<file path="config.mk">
export PLATFORM = sky130hd
export DESIGN_NAME = laser_safety_ctrl
export DESIGN_NICKNAME = d
export VERILOG_FILES = /design/src/rtl/laser_safety_pkg.sv /design/src/rtl/laser_cfg_regs.sv /design/src/rtl/laser_pin_sync.sv /design/src/rtl/laser_drive_seq.sv /design/src/rtl/laser_safety_ctrl.sv
export SDC_FILE = /design/constraint.sdc
export NUM_CORES = 1
export LEC_CHECK = 0
export ABC_AREA = 1
export BUFFER_PORTS_ARGS = -buffer_cell sky130_fd_sc_hd__buf_2
export CELL_PAD_IN_SITES_DETAIL_PLACEMENT = 2
export CELL_PAD_IN_SITES_GLOBAL_PLACEMENT = 2
export CORE_MARGIN = 4
export CORE_UTILIZATION = 34
export DETAILED_ROUTE_END_ITERATION = 10
export HOLD_SLACK_MARGIN = 0.05
export PLACE_DENSITY_LB_ADDON = 0.1
export SETUP_SLACK_MARGIN = 0.5
export SKIP_CTS_REPAIR_TIMING = 1
export SLEW_MARGIN = 10
export SYNTH_ARGS = -nofsm -noshare
export SYNTH_HDL_FRONTEND = slang
export SYNTH_SLANG_ARGS = --single-unit
</file>
<file path="constraint.sdc">
create_clock -name clk -period 2.05 [get_ports clk]
set_clock_uncertainty 0.2 [all_clocks]
set_input_delay 0.1025 -clock clk [delete_from_list [all_inputs] [get_ports clk]]
set_output_delay 0.1025 -clock clk [all_outputs]
set_load 0.1 [all_outputs]
</file>
<file path="src/rtl/laser_safety_pkg.sv">
package laser_safety_pkg;

  localparam int REG_W    = 8;
  localparam int NUM_REGS = 4;
  localparam int SEL_W    = 2;

  // field positions decoded by the drive sequencer
  localparam int RANGE_BIT = 7;
  localparam int CAL_LO    = 1;
  localparam int CAL_HI    = 3;

  // control bits that must be inverted in the complement register
  localparam logic [REG_W-1:0] CTRL_CHECK_MASK = 8'hAE;

  typedef enum logic [SEL_W-1:0] {
    SEL_CTRL     = 2'd0,
    SEL_CTRL_INV = 2'd1,
    SEL_CUR      = 2'd2,
    SEL_CUR_INV  = 2'd3
  } cfg_sel_e;

  typedef enum logic [1:0] {
    ST_IDLE   = 2'd0,
    ST_PULSE  = 2'd1,
    ST_TEST   = 2'd2,
    ST_SETTLE = 2'd3
  } seq_state_e;

  typedef struct packed {
    logic             pair_ok;
    logic             cal_mode;
    logic             range_hi;
    logic [REG_W-1:0] code;
  } cfg_view_t;

  function automatic logic [REG_W-1:0] reg_default(int idx);
    case (idx)
      1:       return 8'h01;
      default: return 8'h00;
    endcase
  endfunction

endpackage

</file>
<file path="src/rtl/laser_cfg_regs.sv">
module laser_cfg_regs
  import laser_safety_pkg::*;
(
  input  logic             clk,
  input  logic             rst,
  input  logic             wr_en,
  input  logic [SEL_W-1:0] wr_sel,
  input  logic [REG_W-1:0] wr_data,
  output cfg_view_t        view
);

  logic [REG_W-1:0] regs [NUM_REGS];

  always_ff @(posedge clk) begin
    if (rst) begin
      for (int i = 0; i < NUM_REGS; i++) regs[i] <= reg_default(i);
    end else if (wr_en) begin
      regs[wr_sel] <= wr_data;
    end
  end

  logic [REG_W-1:0] ctrl_q, ctrl_inv_q, cur_q, cur_inv_q;
  logic             ctrl_agree, cur_agree;

  assign ctrl_q     = regs[int'(SEL_CTRL)];
  assign ctrl_inv_q = regs[int'(SEL_CTRL_INV)];
  assign cur_q      = regs[int'(SEL_CUR)];
  assign cur_inv_q  = regs[int'(SEL_CUR_INV)];

  assign ctrl_agree = ((ctrl_q ^ ctrl_inv_q) & CTRL_CHECK_MASK) == CTRL_CHECK_MASK;
  assign cur_agree  = &(cur_q ^ cur_inv_q);

  assign view.pair_ok  = ctrl_agree & cur_agree;
  assign view.cal_mode = &ctrl_q[CAL_HI:CAL_LO];
  assign view.range_hi = ctrl_q[RANGE_BIT];
  assign view.code     = cur_q;

endmodule

</file>
<file path="src/rtl/laser_pin_sync.sv">
module laser_pin_sync #(
  parameter int STAGES = 2
) (
  input  logic clk,
  input  logic rst,
  input  logic din,
  output logic dout
);

  logic [STAGES-1:0] chain;

  for (genvar gi = 0; gi < STAGES; gi++) begin : g_stage
    if (gi == 0) begin : g_first
      always_ff @(posedge clk) begin
        if (rst) chain[gi] <= 1'b0;
        else     chain[gi] <= din;
      end
    end else begin : g_next
      always_ff @(posedge clk) begin
        if (rst) chain[gi] <= 1'b0;
        else     chain[gi] <= chain[gi-1];
      end
    end
  end

  assign dout = chain[STAGES-1];

endmodule

</file>
<file path="src/rtl/laser_drive_seq.sv">
module laser_drive_seq
  import laser_safety_pkg::*;
#(
  parameter int PULSE_LEN       = 4,
  parameter int SELFTEST_PERIOD = 64,
  parameter int TEST_WAIT       = 8,
  parameter int SETTLE_LEN      = 3
) (
  input  logic             clk,
  input  logic             rst,
  input  logic             frame_strobe,
  input  logic             shutdown,
  input  logic             pin_low_s,
  input  cfg_view_t        view,
  output logic             drive_en,
  output logic [REG_W-1:0] drive_code,
  output logic             drive_range_hi,
  output logic             supply_en_n,
  output logic             selftest_pull,
  output logic             fault_latched,
  output logic             cfg_mismatch
);

  localparam int MAX_A = (PULSE_LEN > TEST_WAIT) ? PULSE_LEN : TEST_WAIT;
  localparam int MAX_T = (MAX_A > SETTLE_LEN) ? MAX_A : SETTLE_LEN;
  localparam int TMR_W = $clog2(MAX_T + 1);
  localparam int FRM_W = $clog2(SELFTEST_PERIOD + 1);

  localparam logic [TMR_W-1:0] PULSE_LAST  = TMR_W'(PULSE_LEN - 1);
  localparam logic [TMR_W-1:0] WAIT_LAST   = TMR_W'(TEST_WAIT - 1);
  localparam logic [TMR_W-1:0] SETTLE_LAST = TMR_W'(SETTLE_LEN - 1);
  localparam logic [FRM_W-1:0] FRM_LAST    = FRM_W'(SELFTEST_PERIOD - 1);

  seq_state_e       state_q, state_n;
  logic [TMR_W-1:0] tmr_q, tmr_n;
  logic [FRM_W-1:0] frm_q, frm_n;
  logic             fault_n, mism_n;
  logic             inhibit, in_test;
  logic             drive_d, supn_d, pull_d;

  assign inhibit = fault_latched | shutdown;
  assign in_test = (state_q == ST_TEST) | (state_q == ST_SETTLE);

  always_comb begin
    state_n = state_q;
    tmr_n   = tmr_q;
    frm_n   = frm_q;
    fault_n = fault_latched;
    mism_n  = cfg_mismatch;

    // pin reported low while the supply should be feeding it
    if (!shutdown && pin_low_s && !in_test) fault_n = 1'b1;

    if (inhibit) begin
      state_n = in_test ? ST_SETTLE : ST_IDLE;
      tmr_n   = '0;
    end else begin
      case (state_q)
        ST_IDLE: begin
          if (frame_strobe) begin
            if (frm_q == FRM_LAST) begin
              state_n = ST_TEST;
              tmr_n   = '0;
              frm_n   = '0;
            end else begin
              frm_n = frm_q + FRM_W'(1);
              if (!view.pair_ok) begin
                mism_n = 1'b1;
              end else if (!view.cal_mode) begin
                state_n = ST_PULSE;
                tmr_n   = '0;
              end
            end
          end
        end
        ST_PULSE: begin
          if (tmr_q == PULSE_LAST) state_n = ST_IDLE;
          else                     tmr_n   = tmr_q + TMR_W'(1);
        end
        ST_TEST: begin
          if (pin_low_s) begin
            state_n = ST_SETTLE;
            tmr_n   = '0;
          end else if (tmr_q == WAIT_LAST) begin
            fault_n = 1'b1;
            state_n = ST_IDLE;
            tmr_n   = '0;
          end else begin
            tmr_n = tmr_q + TMR_W'(1);
          end
        end
        default: begin
          if (tmr_q == SETTLE_LAST) state_n = ST_IDLE;
          else                      tmr_n   = tmr_q + TMR_W'(1);
        end
      endcase
    end

    drive_d = !fault_n && !shutdown && view.pair_ok &&
              ((state_n == ST_PULSE) || ((state_n == ST_IDLE) && view.cal_mode));
    supn_d  = fault_n || shutdown || (state_n == ST_TEST) || (state_n == ST_SETTLE);
    pull_d  = !fault_n && !shutdown && (state_n == ST_TEST);
  end

  always_ff @(posedge clk) begin
    if (rst) begin
      state_q        <= ST_IDLE;
      tmr_q          <= '0;
      frm_q          <= '0;
      fault_latched  <= 1'b0;
      cfg_mismatch   <= 1'b0;
      drive_en       <= 1'b0;
      drive_code     <= '0;
      drive_range_hi <= 1'b0;
      supply_en_n    <= 1'b1;
      selftest_pull  <= 1'b0;
    end else begin
      state_q        <= state_n;
      tmr_q          <= tmr_n;
      frm_q          <= frm_n;
      fault_latched  <= fault_n;
      cfg_mismatch   <= mism_n;
      drive_en       <= drive_d;
      drive_code     <= drive_d ? view.code : '0;
      drive_range_hi <= drive_d & view.range_hi;
      supply_en_n    <= supn_d;
      selftest_pull  <= pull_d;
    end
  end

endmodule

</file>
<file path="src/rtl/laser_safety_ctrl.sv">
module laser_safety_ctrl
  import laser_safety_pkg::*;
#(
  parameter int PULSE_LEN       = 4,
  parameter int SELFTEST_PERIOD = 64,
  parameter int TEST_WAIT       = 8,
  parameter int SYNC_STAGES     = 2
) (
  input  logic             clk,
  input  logic             rst,
  input  logic             wr_en,
  input  logic [SEL_W-1:0] wr_sel,
  input  logic [REG_W-1:0] wr_data,
  input  logic             frame_strobe,
  input  logic             shutdown,
  input  logic             pin_low,
  output logic             drive_en,
  output logic [REG_W-1:0] drive_code,
  output logic             drive_range_hi,
  output logic             supply_en_n,
  output logic             selftest_pull,
  output logic             fault_latched,
  output logic             cfg_mismatch
);

  // the pin must be quiet in sync before faults are watched again
  localparam int SETTLE_LEN = SYNC_STAGES + 1;

  cfg_view_t view;
  logic      pin_low_s;

  laser_cfg_regs u_regs (
    .clk     (clk),
    .rst     (rst),
    .wr_en   (wr_en),
    .wr_sel  (wr_sel),
    .wr_data (wr_data),
    .view    (view)
  );

  laser_pin_sync #(.STAGES(SYNC_STAGES)) u_sync (
    .clk  (clk),
    .rst  (rst),
    .din  (pin_low),
    .dout (pin_low_s)
  );

  laser_drive_seq #(
    .PULSE_LEN       (PULSE_LEN),
    .SELFTEST_PERIOD (SELFTEST_PERIOD),
    .TEST_WAIT       (TEST_WAIT),
    .SETTLE_LEN      (SETTLE_LEN)
  ) u_seq (
    .clk            (clk),
    .rst            (rst),
    .frame_strobe   (frame_strobe),
    .shutdown       (shutdown),
    .pin_low_s      (pin_low_s),
    .view           (view),
    .drive_en       (drive_en),
    .drive_code     (drive_code),
    .drive_range_hi (drive_range_hi),
    .supply_en_n    (supply_en_n),
    .selftest_pull  (selftest_pull),
    .fault_latched  (fault_latched),
    .cfg_mismatch   (cfg_mismatch)
  );

endmodule

</file>
==> flow_summary_export.csv <==
group,metric,value,unit
worst_hold_path,min_from,"rst",
worst_hold_path,hold_path.class,"input port to flop",
route,drcViolationCount,0,
yosys,ys.flop_type,"dfxtp_1",
pwr,ir_drop,0.000261,V
route,wl_per_cell,16.6,microns
floorplanning,start_util,0.353,
pwr,p_leak,1.51,nW
cells_and_area,final_common_cell,"nand2_1",
sta,finalWorstSetupSlack,0.0752,ns
cells_and_area,stdcell_count,482,
cts,clk_path_buf_depth,2,
pwr,powerDensity,665,nW/um^2
worst_setup_path,crit_required,2.11,ns
yosys,synth_xor_area_frac,0.0170,
yosys,synthArstFlopShare,0,
yosys,synth_compound_area_frac,0.0631,
yosys,synth-seq-area-share,0.528,
sta,setup_viol_count_final,0,
cts,cts.clk_slew.worst_paths,0.11,ns
floorplanning,pin_count,30,
route,via_per_inst,4.78,
cts,cts_buffers,5,
yosys,synth_cell_type_count,30,
sta,finalSetupTns,0,ns
cts,cts-htree-levels,2,
cts,cts_tree,"built",
cells_and_area,final_nets,401,
cts,cts.sinks,55,
yosys,yosysWarnings,0,
place,port_buffers,29,
global_routing,grt_pass1_wl,11800,microns
sta,tightest_slew,0.502,ns
worst_hold_path,hold_depth,4,
cells_and_area,utilization,0.463,
worst_setup_path,cp-start-kind,"flop",
worst_setup_path,critPathMaxStageDelay,0.38,ns
sta,finalCritPeriodShare,0.963,
route,drtIter0Drc,71,
cells_and_area,stdcell_area,3370,sq um
cells_and_area,areaGrowthSynthToFinish,31.0,%
status,status,"complete, but fails checks",
cells_and_area,drive_gt1_frac,0.282,
global_routing,antenna_found_initial,0,
worst_setup_path,r2r_cells,10,
sta,max_freq,0.506,GHz
yosys,muxShareOfSynthArea,0,
place,place_ws,0.0837,ns
yosys,synth_edf_count,26,
place,placedCellCount,450,
cells_and_area,nFillCells,838,
worst_setup_path,critPathSlowestCell,"dfxtp_4",
floorplanning,rows,31,
worst_setup_path,r2r_end,"u_seq.drive_code[4]",
route,vias,2302,
sta,period_minus_slack,1.97,ns
route,wl,8020,microns
status,violations,"hold timing",
place,hpwl,5580,microns
worst_setup_path,critPathKind,"flop to flop",
cts,clkLatencyLatePin,0.32,ns
place,postPlaceCellArea,2910,sq um
sta,slew_headroom,0.668,
yosys,ys_seq_elements,55,
cells_and_area,n_antenna_cell,0,
global_routing,grt.overflow.total,0,
worst_hold_path,min_to,"u_seq.tmr_q[2]",
floorplanning,die_area,9030,sq um
cells_and_area,final_cell_mix,"nand2_1 (59), inv_1 (52), nor2_1 (49)",
route,ant_nets,0,
sta,hold_violations,5,
global_routing,grt_max_degree,18,
worst_setup_path,reg2reg_from,"u_seq.tmr_q[0]",
flow_run,maxCapViolations,0,
worst_setup_path,end_kind,"flop",
yosys,syn_area_per_cell,8.08,sq um
floorplanning,die_w,95.0,microns
worst_setup_path,worst-path-max-fanout,5,
worst_setup_path,cp_common_cell,"nand2_4",
yosys,syn-num-nets,338,
route,drt_first_pass_iters,4,
yosys,synthesis.instances,319,
sta,holdWs,-0.0519,ns
global_routing,grt_pass1_vias,2374,
sta,finalMaxSlewViolations,0,
yosys,synthSimpleGateAreaFrac,0.284,
place,gp_congestion,0.738,
global_routing,grt_usage,0.172,
worst_setup_path,startpoint,"u_seq.tmr_q[0]",
sta,rsz0062_at_grt,"true",
floorplanning,die_h,95.0,microns
worst_setup_path,path_cells,"ha_4 -> nand2_4 -> nor2_4 -> nand2_2 -> o32ai_2 -> nor2_2 -> inv_1 -> nor3_4 -> nand2_4 -> nor2_1",
worst_setup_path,r2r_slack,0.08,ns
cts,clockRootBuffer,"clkbuf_8",
floorplanning,coreArea,7290,sq um
pwr,power,2.25,mW
worst_setup_path,cp_data_arrival_time,2.04,ns
yosys,synth_adder_area_share,0.0146,
yosys,synth_top_family_by_area,"simple AND/OR/NAND/NOR gates",
yosys,synth_area,2580,sq um
[worst max path at each step]
| stage | end | cells past startpoint |
|---|---|---|
| 6_report | u_seq.drive_code[4] | 10 |
| 5_1_grt | u_seq.drive_code[4] | 13 |
| 4_1_cts | u_seq.drive_code[4] | 11 |
| 3_5_place_dp | u_seq.drive_code[4] | 11 |
| 3_3_place_gp | u_seq.drive_code[7] | 11 |
| 2_1_floorplan | u_seq.drive_code[0] | 9 |
[cell type report]
class | instances | area [sq um] | share of cell area
Tap cell | 99 | 124 | 0.0367
Clock inverter | 2 | 36.3 | 0.0108
Clock buffer | 6 | 72.6 | 0.0215
Sequential cell | 55 | 1380 | 0.409
Multi-Input combinational cell | 202 | 1140 | 0.339
Inverter | 60 | 233 | 0.0690
Timing Repair Buffer | 58 | 388 | 0.115
[worst max-delay path, delay by kind of cell, from the launching register on]
family | cells | cell delay (ns)
buf+inv | 1 | 0.12
flops | 1 | 0.38
simple gates | 7 | 0.95
fa+ha+maj | 1 | 0.17
compound gates | 1 | 0.09
[layer usage]
metal	wire length, microns	vias up	GRT usage
met1	3500	1125	0.210
met3	161	15	0.0260
met4	237	0	0.0433
li1	-	1133	-
met5	0	-	0
met2	4110	29	0.317
[power by group]
part           internal (mW)  switching (mW)
registers               1.19          0.0304
logic                 0.0911           0.180
clock network          0.367           0.383
total                   1.65           0.594
[sequential cells by signal (all words and copies together), names as in the netlist]
signal	cells
u_regs.regs	26
u_seq.cfg_mismatch	1
u_seq.drive_code	8
u_seq.drive_en	1
u_seq.drive_range_hi	1
u_seq.fault_latched	1
u_seq.frm_q	7
u_seq.selftest_pull	1
u_seq.state_q	2
u_seq.supply_en_n	1
u_seq.tmr_q	4
u_sync.chain	1
u_sync.dout	1
[kinds of logic after synthesis]
group | count (synthesis)
simple gates | 168
buf+inv | 63
flops | 55
compound gates | 25
xor+xnor | 5
fa+ha+maj | 3
[synthesized netlist by cell type, types with 2 or more instances]
cell type,number,area share
edfxtp_1,26,0.30
inv_1,53,0.077
inv_2,5,0.0073
ha_1,3,0.015
clkinv_1,2,0.0029
nor2_1,58,0.085
nor2_2,3,0.0073
dfxtp_1,29,0.23
a31oi_1,2,0.0049
a21oi_1,13,0.025
nand2_1,67,0.098
xor2_1,5,0.017
nand3_1,16,0.031
nand4_1,3,0.0073
o21ai_0,3,0.0058
nor2_4,4,0.017
clkbuf_1,2,0.0029
nor3_1,13,0.025
(Power assumes the default switching activity.)
